<file path="config.mk">
export PLATFORM = sky130hd
export DESIGN_NAME = rpc_classifier
export DESIGN_NICKNAME = d
export VERILOG_FILES = /design/src/rtl/rpc_pkg.sv /design/src/rtl/rpc_tag_walker.sv /design/src/rtl/rpc_etype_match.sv /design/src/rtl/rpc_prio_decide.sv /design/src/rtl/rpc_classifier.sv
export SDC_FILE = /design/constraint.sdc
export NUM_CORES = 1
export LEC_CHECK = 0
export BUFFER_PORTS_ARGS = -buffer_cell sky130_fd_sc_hd__buf_2
export CAP_MARGIN = 20
export CORE_ASPECT_RATIO = 0.5
export CORE_MARGIN = 3
export CORE_UTILIZATION = 40
export DETAILED_ROUTE_END_ITERATION = 7
export HOLD_SLACK_MARGIN = 0.03
export PLACE_DENSITY_LB_ADDON = 0.15
export SLEW_MARGIN = 0
export SYNTH_ARGS = -nofsm -noshare
export SYNTH_HDL_FRONTEND = slang
export SYNTH_HIERARCHICAL = 1
export SYNTH_SLANG_ARGS = --single-unit
</file>
<file path="constraint.sdc">
create_clock -name clk -period 2 [get_ports clk]
set_input_delay 0.4 -clock clk [delete_from_list [all_inputs] [get_ports clk]]
set_output_delay 0.4 -clock clk [all_outputs]
set_load 0.05 [all_outputs]
</file>
<file path="src/rtl/rpc_pkg.sv">
package rpc_pkg;
   localparam int ETYPE_W = 16;

   // Values the owning register file is expected to load at reset
   localparam logic [ETYPE_W-1:0] RING_ETYPE_RST  = 16'h80E1;
   localparam logic [ETYPE_W-1:0] TSYNC_ETYPE_RST = 16'h0000;
   localparam logic [ETYPE_W-1:0] VTAG_RST        = 16'h8100;

   typedef enum logic {
      WALK_TYPE = 1'b0,
      WALK_TCI  = 1'b1
   } walk_e;
endpackage

</file>
<file path="src/rtl/rpc_tag_walker.sv">
module rpc_tag_walker
   import rpc_pkg::*;
#(
   parameter int WORD_W     = 16,
   parameter int TAG_LEVELS = 2,
   parameter int PORT_W     = 2,
   parameter int PRIO_W     = 2
) (
   input  logic              clk,
   input  logic              rst_n,
   input  logic              hdr_valid,
   input  logic              hdr_sof,
   input  logic [WORD_W-1:0] hdr_word,
   input  logic [WORD_W-1:0] tag_outer,
   input  logic [WORD_W-1:0] tag_inner,
   input  logic [PORT_W-1:0] in_port,
   input  logic [PRIO_W-1:0] in_prio,
   output logic              et_valid,
   output logic [WORD_W-1:0] et_word,
   output logic [PORT_W-1:0] et_port,
   output logic [PRIO_W-1:0] et_prio
);
   localparam int DEPTH_W = 2;

   if (TAG_LEVELS < 0 || TAG_LEVELS > 2) begin : g_bad_levels
      $error("rpc_tag_walker: TAG_LEVELS must be 0, 1 or 2");
   end

   logic               open_q;
   walk_e              walk_q;
   logic [DEPTH_W-1:0] depth_q;
   logic [PORT_W-1:0]  port_q;
   logic [PRIO_W-1:0]  prio_q;

   logic               take_type;
   logic               take_tci;
   logic [DEPTH_W-1:0] cur_depth;
   logic               tag_hit;

   always_comb begin
      take_type = hdr_valid && (hdr_sof || (open_q && walk_q == WALK_TYPE));
      take_tci  = hdr_valid && !hdr_sof && open_q && walk_q == WALK_TCI;
      cur_depth = hdr_sof ? '0 : depth_q;
   end

   // Tag recognition depth chosen by parameter
   if (TAG_LEVELS == 0) begin : g_no_tags
      assign tag_hit = 1'b0;
   end else if (TAG_LEVELS == 1) begin : g_one_tag
      assign tag_hit = (cur_depth == '0) && (hdr_word == tag_outer);
   end else begin : g_two_tags
      assign tag_hit = ((cur_depth == DEPTH_W'(0)) && (hdr_word == tag_outer)) ||
                       ((cur_depth == DEPTH_W'(1)) && (hdr_word == tag_inner));
   end

   always_comb begin
      et_valid = take_type && !tag_hit;
      et_word  = hdr_word;
      et_port  = hdr_sof ? in_port : port_q;
      et_prio  = hdr_sof ? in_prio : prio_q;
   end

   always_ff @(posedge clk or negedge rst_n) begin
      if (!rst_n) begin
         open_q  <= 1'b0;
         walk_q  <= WALK_TYPE;
         depth_q <= '0;
         port_q  <= '0;
         prio_q  <= '0;
      end else begin
         if (hdr_valid && hdr_sof) begin
            port_q <= in_port;
            prio_q <= in_prio;
         end
         if (take_type) begin
            if (tag_hit) begin
               open_q  <= 1'b1;
               walk_q  <= WALK_TCI;
               depth_q <= cur_depth + DEPTH_W'(1);
            end else begin
               open_q  <= 1'b0;
               walk_q  <= WALK_TYPE;
               depth_q <= '0;
            end
         end else if (take_tci) begin
            walk_q <= WALK_TYPE;
         end
      end
   end

   AST_DEPTH_BOUND: assert property (@(posedge clk) disable iff (!rst_n)
      depth_q <= DEPTH_W'(TAG_LEVELS));
   AST_ONE_RESULT: assert property (@(posedge clk) disable iff (!rst_n)
      et_valid |=> (!et_valid || (hdr_valid && hdr_sof)));
   AST_TCI_NEVER_TYPE: assert property (@(posedge clk) disable iff (!rst_n)
      (open_q && walk_q == WALK_TCI && !hdr_sof) |-> !et_valid);
endmodule

</file>
<file path="src/rtl/rpc_etype_match.sv">
module rpc_etype_match #(
   parameter int WORD_W = 16,
   parameter int NUM_TS = 2
) (
   input  logic [WORD_W-1:0]             et_word,
   input  logic [WORD_W-1:0]             ring_type,
   input  logic [NUM_TS-1:0][WORD_W-1:0] ts_types,
   output logic                          ring_hit,
   output logic                          ts_hit
);
   if (NUM_TS < 1) begin : g_bad_ts
      $error("rpc_etype_match: NUM_TS must be at least 1");
   end

   logic [NUM_TS-1:0] ts_each;

   for (genvar i = 0; i < NUM_TS; i++) begin : g_ts
      assign ts_each[i] = (et_word == ts_types[i]);
   end

   assign ring_hit = (et_word == ring_type);
   assign ts_hit   = |ts_each;
endmodule

</file>
<file path="src/rtl/rpc_prio_decide.sv">
module rpc_prio_decide #(
   parameter int PORT_W    = 2,
   parameter int PRIO_W    = 2,
   parameter int HOST_PORT = 0
) (
   input  logic              clk,
   input  logic              rst_n,
   input  logic              et_valid,
   input  logic              ring_hit,
   input  logic              ts_hit,
   input  logic              ring_en,
   input  logic [PORT_W-1:0] et_port,
   input  logic [PRIO_W-1:0] et_prio,
   output logic              res_valid,
   output logic [PRIO_W-1:0] res_prio,
   output logic              res_host_chan,
   output logic              res_tsync
);
   localparam logic [PRIO_W-1:0] TOP_PRIO = {PRIO_W{1'b1}};
   localparam logic [PORT_W-1:0] HOST_ID  = PORT_W'(HOST_PORT);

   if (HOST_PORT < 0 || HOST_PORT >= (1 << PORT_W)) begin : g_bad_host
      $error("rpc_prio_decide: HOST_PORT out of range for PORT_W");
   end

   logic ring_act;
   assign ring_act = ring_en && ring_hit;

   always_ff @(posedge clk or negedge rst_n) begin
      if (!rst_n) begin
         res_valid     <= 1'b0;
         res_prio      <= '0;
         res_host_chan <= 1'b0;
         res_tsync     <= 1'b0;
      end else begin
         res_valid <= et_valid;
         if (et_valid) begin
            res_prio      <= ring_act ? TOP_PRIO : et_prio;
            res_host_chan <= ring_act && (et_port == HOST_ID);
            res_tsync     <= ts_hit;
         end
      end
   end

   AST_RESULT_LATENCY: assert property (@(posedge clk) disable iff (!rst_n)
      et_valid |=> res_valid);
   AST_NO_SPURIOUS: assert property (@(posedge clk) disable iff (!rst_n)
      !et_valid |=> !res_valid);
   AST_HOST_NEEDS_EN: assert property (@(posedge clk) disable iff (!rst_n)
      et_valid && !ring_en |=> !res_host_chan);
   AST_HOST_TOP_PRIO: assert property (@(posedge clk) disable iff (!rst_n)
      (res_valid && res_host_chan) |-> (res_prio == TOP_PRIO));
   AST_HOST_PORT_ONLY: assert property (@(posedge clk) disable iff (!rst_n)
      et_valid && (et_port != HOST_ID) |=> !res_host_chan);
endmodule

</file>
<file path="src/rtl/rpc_classifier.sv">
module rpc_classifier
   import rpc_pkg::*;
#(
   parameter int PORT_W     = 2,
   parameter int PRIO_W     = 2,
   parameter int TAG_LEVELS = 2,
   parameter int HOST_PORT  = 0
) (
   input  logic               clk,
   input  logic               rst_n,
   input  logic               hdr_valid,
   input  logic               hdr_sof,
   input  logic [ETYPE_W-1:0] hdr_word,
   input  logic [PORT_W-1:0]  dest_port,
   input  logic [PRIO_W-1:0]  frame_prio,
   input  logic               ring_en,
   input  logic [ETYPE_W-1:0] ring_etype,
   input  logic [ETYPE_W-1:0] tsync_etype_a,
   input  logic [ETYPE_W-1:0] tsync_etype_b,
   input  logic [ETYPE_W-1:0] vtag_outer,
   input  logic [ETYPE_W-1:0] vtag_inner,
   output logic               res_valid,
   output logic [PRIO_W-1:0]  res_prio,
   output logic               res_host_chan,
   output logic               res_tsync
);
   localparam int NUM_TS = 2;

   logic               et_valid;
   logic [ETYPE_W-1:0] et_word;
   logic [PORT_W-1:0]  et_port;
   logic [PRIO_W-1:0]  et_prio;
   logic               ring_hit;
   logic               ts_hit;
   logic [NUM_TS-1:0][ETYPE_W-1:0] ts_types;

   assign ts_types = {tsync_etype_b, tsync_etype_a};

   rpc_tag_walker #(
      .WORD_W(ETYPE_W), .TAG_LEVELS(TAG_LEVELS), .PORT_W(PORT_W), .PRIO_W(PRIO_W)
   ) u_walker (
      .clk(clk), .rst_n(rst_n),
      .hdr_valid(hdr_valid), .hdr_sof(hdr_sof), .hdr_word(hdr_word),
      .tag_outer(vtag_outer), .tag_inner(vtag_inner),
      .in_port(dest_port), .in_prio(frame_prio),
      .et_valid(et_valid), .et_word(et_word), .et_port(et_port), .et_prio(et_prio)
   );

   rpc_etype_match #(
      .WORD_W(ETYPE_W), .NUM_TS(NUM_TS)
   ) u_match (
      .et_word(et_word), .ring_type(ring_etype), .ts_types(ts_types),
      .ring_hit(ring_hit), .ts_hit(ts_hit)
   );

   rpc_prio_decide #(
      .PORT_W(PORT_W), .PRIO_W(PRIO_W), .HOST_PORT(HOST_PORT)
   ) u_decide (
      .clk(clk), .rst_n(rst_n),
      .et_valid(et_valid), .ring_hit(ring_hit), .ts_hit(ts_hit), .ring_en(ring_en),
      .et_port(et_port), .et_prio(et_prio),
      .res_valid(res_valid), .res_prio(res_prio),
      .res_host_chan(res_host_chan), .res_tsync(res_tsync)
   );

   AST_TSYNC_ANY_EN: assert property (@(posedge clk) disable iff (!rst_n)
      (et_valid && (et_word == tsync_etype_a || et_word == tsync_etype_b)) |=> res_tsync);
endmodule

</file>
Yosys cells after proc, flatten, opt, wreduce, memory -nomap -nowiden
Index checks and enable logic that the tools add are counted.
Word-level totals
  input bits: 105
  flip-flop bits (word level): 13
Cells by class
  reduce and logical (&&, ||, !) cells: 19
  bitwise operators: 1
  $add $sub $neg: 1
  multiplexer cells: 8
  equality and inequality tests: 6
Operators by type and width (number)
  $eq A16 B16 Y1: 5
  $logic_and A1 B1 Y1: 11
  $mux W2: 5
  $logic_not A2 Y1: 2
  $mux W1: 3
  $add A2 B1 Y2 const B: 1
  $eq A2 B1 Y1 const B: 1
  $logic_not A1 Y1: 2
  $logic_or A1 B1 Y1: 2
  $reduce_bool A2 Y1: 1
  $reduce_or A2 Y1: 1
  $not A1 Y1: 1

Logic depth before layout (Yosys ltp)
Gate-level depths: netlist (run 1).
  word-level depth: 6
  depth in mapped cells: 9
  depth with buffers taken out: 8

Hierarchy
Netlist (run 1), hierarchy kept.
By module, submodules not included
  rpc_tag_walker: instances 1, cells each 96, sequential area each 200.2 um2, area each 887.1 um2
  rpc_etype_match: instances 1, cells each 64, sequential area each 0.0 um2, area each 518.0 um2
  rpc_prio_decide: instances 1, cells each 15, sequential area each 125.1 um2, area each 183.9 um2

Least setup slack after synthesis (run 1)
OpenSTA, ideal clock, no wires.
  kind: input to register
  start point: input port hdr_sof
  end point: register u_decide.res_tsync
  arrival: 1.968 ns
  stages on the path: 8
  setup slack: -0.093 ns
  buffers on the path: 1
  path through: clkbuf_1 > nor2b_1 > inv_1 > ha_1 > and2_0 > a32oi_1 > and2_2 > mux2_2
Between the ends
  longest elaborated chain between the ends: 6
  elaborated cells on any way between the ends: 10
RTL lines
  from (decl): RTL line rpc_classifier.sv:12  | input logic hdr_sof,
  $mux W2: RTL line rpc_tag_walker.sv:43  | cur_depth = hdr_sof ? '0 : depth_q;
  $eq A2 B1 Y1 or $logic_not A2 Y1 (tied branches): RTL line rpc_tag_walker.sv:53, rpc_tag_walker.sv:52
  $logic_and A1 B1 Y1, on equally long branches: RTL line rpc_tag_walker.sv:53, rpc_tag_walker.sv:52
  $logic_or A1 B1 Y1: RTL line rpc_tag_walker.sv:52  | assign tag_hit = ((cur_depth == DEPTH_W'(0)) && (hdr_word == tag_outer)) ||
  $logic_not A1 Y1: RTL line rpc_tag_walker.sv:57  | et_valid = take_type && !tag_hit;
  $logic_and A1 B1 Y1 *: RTL line rpc_tag_walker.sv:57
  via et_valid: RTL line rpc_classifier.sv:29  | logic et_valid;
  to (signal assigned): RTL line rpc_prio_decide.sv:40  | res_tsync <= ts_hit;
  to (decl): RTL line rpc_prio_decide.sv:17  | output logic res_tsync
The timed path passes the listed nets; every way through them passes the cells marked *.
A chain may end at the register's enable or synchronous reset.

Worst setup path in the final report (run 1)
  start point: input port hdr_word[9]
  end point: register u_decide.res_tsync
Between the ends
  longest elaborated chain between the ends: 5
  elaborated cells on any way between the ends: 10
RTL lines
  from (decl): RTL line rpc_classifier.sv:13  | input logic [ETYPE_W-1:0] hdr_word,
  $eq A16 B16 Y1, on equally long branches: RTL line rpc_tag_walker.sv:52, rpc_tag_walker.sv:53
  $logic_and A1 B1 Y1, on equally long branches: RTL line rpc_tag_walker.sv:52, rpc_tag_walker.sv:53
  $logic_or A1 B1 Y1 *: RTL line rpc_tag_walker.sv:52
  $logic_not A1 Y1 *: RTL line rpc_tag_walker.sv:57
  $logic_and A1 B1 Y1 *: RTL line rpc_tag_walker.sv:57
  via et_valid: RTL line rpc_classifier.sv:29
Marked as above.

==> results.tsv, run 1 <==
metric	value	unit
drv_slew	0	
cts_resized	0	
syn_nets	282	
cts_hold_buf	0	
grt_pass1_wl	6600	um
first_iter_violations	33	
ys_top_cells_by_count	xnor2_1, xor2_1, buf_4	
critPathMaxFanout	8	
dieArea	4810	um^2
max_stage_delay	0.46	ns
tightest_slew	0.477	ns
die_x	95.1	um
cts.clk_slew.worst_paths	0.05	ns
cts_tree	yes	
post_drt_wl_per_cell	13.5	um
seq_power_share	31.5	%
dp_slack	-0.0637	ns
clock_path_buffers	2	
critical-path-top-delay-family	simple AND/OR/NAND/NOR gates	
synth_async_sr_flop_share	100	%
rsz0062_at_grt	false	
slew_headroom	67.9	%
drc	0	
syn_avg_cell_area	9.08	um^2
period_share	91.3	%
power.leakage	1.01	nW
cts_inserted_buffers	3	
grt_pass1_vias	1441	
layout-drive-gt1-share	46.4	%
postRouteAntennaNets	0	
place.port_buffers	109	
setup_viol_count_final	0	
antenna_found_initial	0	
synthTopCellsByArea	xnor2_1, dfrtp_1, xor2_1, buf_4, mux2_2	
netlist.area_leader.share	26.5	%
switching_power	0.308	mW
yosysMostFrequentCell	xnor2_1	
path_buf_inv	1	
criticalPathCategory	input pin to flop	
viasPerCell	4.76	
synth-seq-area-share	20.5	%
finalNetCount	384	
yosys.area.top_type	xnor2_1	
htreeDepth	1	
drt-total-wl	4430	um
arrival	1.95	ns
grt_overflow	0	
critical-path-slowest-cell	nor4_1	
synth_cell_types	23	
start_util	43.9	%
ys_ff_latch	13	
clockRootBuffer	clkbuf_8	
post-route-util	59.8	%
via_count	1558	
yosysWarnings	6	
die_h	50.6	um
start_kind	input pin	
worstPathRequired	2.13	ns
status	finished clean	
min_path_type	input pin to asynchronous set/reset pin	
std_cell_rows	15	
place_congestion	0.802	
hold_viol_final	0	
p_total	0.945	mW
ir_drop	0.391	mV
pwr-share-clk	24.8	%
grtUsageTotal	17.5	%
synth_ff_type	dfrtp_1	
setup_ws	0.175	ns
antenna_cells	0	
io_pins	110	
syn_to_final_growth	36.3	%
worst_setup_path_end_kind	flop	
p_per_area	436	nW/um^2
core_area	3620	um^2
critical_path.cell_chain	buf_2 > xnor2_1 > nand4_1 > nor4_1 > a32oi_2 > and2_4 > mux2_2	
syn-cell-area	1590	um^2
clk_latency	0.24	ns
combPwrFrac	43.7	%
holdWs	0.0360	ns
post_cts_buffers	0	
hpwl	3870	um
grt_max_degree	14	
fin_setup_tns	0	ns
intPower	0.637	mW
synthCells	175	
min_period	1.83	ns
fin_skew	0.00104	ns
cts.sinks	13	
drtPass1Iterations	4	
synth-edff-count	0	
max_freq	548	MHz
power.share.switching	32.6	%
drv_cap	0	
-- final timing paths --
path | startpoint | endpoint | slack, ns | cells past startpoint
setup / recovery | hdr_word[9] | u_decide/res_tsync | 0.17 | 7
hold / removal | rst_n | u_walker/prio_q[1] | 0.04 | 1
max in group asynchronous | rst_n | u_decide/res_prio[0] | 1.74 | 1
setup reg to reg | u_walker/depth_q[0] | u_decide/res_tsync | 0.27 | 7
hold reg to reg | u_walker/depth_q[0] | u_walker/depth_q[0] | 0.48 | 2
min in group clk | frame_prio[1] | u_walker/prio_q[1] | 0.40 | 2
-- cell families after synthesis --
kind of cell,share of synthesized area [%]
AO/OA/AOI/OAI,5.43
multiplexers,6.38
flip-flops,20.5
adder cells (fa/ha/maj),1.57
buffers and inverters,8.03
AND/OR/NAND/NOR,14.0
XOR/XNOR,44.1
-- per-layer routing --
| layer | vias to the layer above | share of wire, % | track usage (%) |
|---|---|---|---|
| met3 | 5 | 8.1 | 2.54 |
| met1 | 709 | 42 | 22.7 |
| li1 | 790 | - | - |
| met5 | - | 0 | 0 |
| met2 | 54 | 49 | 30.7 |
| met4 | 0 | 0.86 | 4.31 |
-- cells in the final DEF, fill, tap and decap left out --
master    instances
and2_0            1
inv_1             1
a21oi_1           6
nand2b_1          1
xor2_1           32
clkbuf_8          3
buf_2           109
and2_4            1
nand3_1           2
nor2_1            3
mux2_2            9
nand4_1          12
o21ai_0           3
nor4_1           11
nand2_1           5
a32oi_2           1
o31ai_1           2
o21a_1            1
xnor2_1          48
ha_1              2
dfrtp_1          13
buf_4             5
clkbuf_1          1
nor2b_1           3
a41o_1            1
-- worst reg2reg max path, stage by stage (launching register included) --
cell     delay, ns
dfrtp_1       0.34
nor2b_1       0.16
inv_1         0.06
ha_1          0.16
and2_0        0.14
a32oi_2       0.20
and2_4        0.23
mux2_2        0.33
-- through the flow --
stage	area, um^2	std cells
detailed placement	2120	323
CTS	2170	327
finish	2170	327
global placement	2120	323
floorplan	1600	175
global route	2170	327
-- state kept, by name (all words and copies together) (netlist names) --
signal                  count
u_decide/res_host_chan      1
u_decide/res_prio           2
u_decide/res_tsync          1
u_decide/res_valid          1
u_walker/depth_q            2
u_walker/open_q             1
u_walker/port_q             2
u_walker/prio_q             2
u_walker/walk_q             1
-- power by group through the flow --
| stage | sequential [mW] | combinational (mW) | clock [mW] |
|---|---|---|---|
| 2_1_floorplan | 0.335 | 0.226 | 0 |
| 3_3_place_gp | 0.302 | 0.410 | 0 |
| 3_5_place_dp | 0.303 | 0.413 | 0 |
| 4_1_cts | 0.298 | 0.416 | 0.240 |
| 5_1_grt | 0.300 | 0.454 | 0.258 |
| 6_report | 0.298 | 0.413 | 0.235 |
-- area by class of cell --
class	count	area (um^2)
Multi-Input combinational cell	144	1140
Sequential cell	13	325
Tap cell	51	63.8
Inverter	1	3.75
Clock buffer	4	45.0
Timing Repair Buffer	114	583
Fill cell	351	1460
No activity file was read; power rests on OpenSTA's default activity.
==> run 2: changes to the inputs <==
- BUFFER_PORTS_ARGS: -buffer_cell sky130_fd_sc_hd__buf_2 -> not set
- DONT_BUFFER_PORTS: not set -> 1
==> run 2 against run 1 <==
Against the previous run:
- final cell count fell by 33%
- clock skew up 0.0040 ns
- first-iteration DRC count rose by 27%
- register-to-register slack lost 0.07 ns
- largest cell class unchanged
==> results.tsv, run 2 (synthesis gave the netlist of run 1 again) <==
metric	value	unit
worstPathRequired	2.12	ns
placed_area	1570	um^2
grt_pass1_wl	6030	um
intPower	0.562	mW
cts_inserted_buffers	3	
p_per_area	486	nW/um^2
drv_cap	0	
hold_path_end	u_walker/port_q[0]	
cts.clk_slew.worst_paths	0.06	ns
cts_hold_buf	1	
critPathMaxFanout	8	
fin_skew	0.00503	ns
pwr-share-clk	29.7	%
syn_to_final_growth	2.13	%
clockRootBuffer	clkbuf_8	
std_cell_rows	15	
start_util	43.9	%
final_area	1620	um^2
power.share.switching	28.7	%
die_h	50.6	um
ir_drop	0.282	mV
rrSetupSlack	0.20	ns
grt_max_degree	14	
min_period	1.80	ns
htreeDepth	1	
grtUsageTotal	16.6	%
reg2reg_from	u_walker/depth_q[0]	
antenna_cells	0	
grt_pass1_vias	1237	
viasPerCell	5.22	
via_count	1139	
max_freq	555	MHz
setup_viol_count_final	0	
slew_headroom	58.9	%
tightest_slew	0.614	ns
switching_power	0.226	mW
dieArea	4810	um^2
die_x	95.1	um
first_iter_violations	42	
status	finished clean	
post_drt_wl_per_cell	19.5	um
antenna_found_initial	0	
hold_start	dest_port[0]	
arrival	1.92	ns
clock_path_buffers	2	
fin_setup_tns	0	ns
worst_setup_path_end_kind	flop	
combPwrFrac	28.0	%
cts_resized	0	
grt_overflow	0	
start_kind	flop	
reg2reg_depth	7	
drtPass1Iterations	4	
place_congestion	0.737	
layout_common_cells	xnor2_1, xor2_1, dfrtp_1	
period_share	90.1	%
criticalPathCategory	flop to flop	
rsz0062_at_grt	false	
drv_slew	0	
min_path_type	input pin to flop	
layout-drive-gt1-share	10.8	%
hpwl	3670	um
io_pins	110	
cts_tree	yes	
reg2reg_to	u_decide/res_tsync	
final_common_cell	xnor2_1	
hold_depth	1	
post_cts_buffers	0	
core_area	3620	um^2
seq_power_share	42.3	%
cts.sinks	13	
postRouteAntennaNets	0	
hold_viol_final	0	
drt-total-wl	4250	um
power.leakage	0.578	nW
clk_latency	0.24	ns
fill_cells	367	
place.port_buffers	0	
drc	0	
finalNetCount	275	
## run 2: cell types whose count changed in the layout (fill, tap and decap cells not counted)
| cell | delta |
|---|---|
| buf_2 | -109 |
| buf_4 | -1 |
| dlygate4sd3_1 | +1 |
## run 2: critical path, stage by stage (launching register included)
cell     delay [ns]
dfrtp_1        0.34
nor2b_1        0.21
inv_1          0.07
ha_1           0.17
and2_0         0.14
a32oi_2        0.20
and2_4         0.22
mux2_2         0.34
## run 2: metrics by stage
step | cells | total power [mW] | setup WS [ns] | hold WS, ns | utilization, %
6_report | 218 | 0.788 | 0.199 | 0.303 | 44.8
4_1_cts | 218 | 0.800 | 0.184 | 0.298 | 44.8
3_3_place_gp | 213 | 0.550 | 0.179 | 0.105 | 43.3
5_1_grt | 218 | 0.833 | 0.0247 | 0.297 | 44.8
2_1_floorplan | 175 | 0.561 | 0.0129 | 0.104 | -
3_5_place_dp | 213 | 0.551 | 0.151 | 0.105 | 43.3
## run 2: metal layers
layer	wire (um)	global-route usage, %	share of wire, %
met1	1680	18.7	39
met2	2080	31.1	49
met3	428	4.04	10
met4	57	4.55	1.3
met5	0	0	0
## run 2: power by group through the flow
stage | clock network [mW] | registers (mW) | logic [mW]
after global routing | 0.255 | 0.336 | 0.242
after CTS | 0.244 | 0.334 | 0.222
after floorplan | 0 | 0.335 | 0.226
after detailed placement | 0 | 0.339 | 0.213
after global placement | 0 | 0.338 | 0.212
final | 0.234 | 0.334 | 0.220
## run 2: area by class of cell
cell class	instances	area, um^2	area share (%)
timing repair buffer	5	40.0	2.47
sequential	13	325	20.0
clock buffer	4	45.0	2.78
multi-input combinational	144	1140	70.5
tap	51	63.8	3.93
inverter	1	3.75	0.231
## run 2: worst max path at each step
stage / startpoint / end / slack [ns] / cells past startpoint
global route: u_walker/depth_q[0] / u_decide/res_tsync / 0.02 / 7
global placement: hdr_word[7] / u_decide/res_tsync / 0.18 / 7
CTS: u_walker/depth_q[0] / u_decide/res_tsync / 0.18 / 7
finish: u_walker/depth_q[0] / u_decide/res_tsync / 0.20 / 7
floorplan: hdr_sof / u_decide/res_tsync / 0.01 / 8
detailed placement: vtag_outer[3] / u_decide/res_tsync / 0.15 / 7
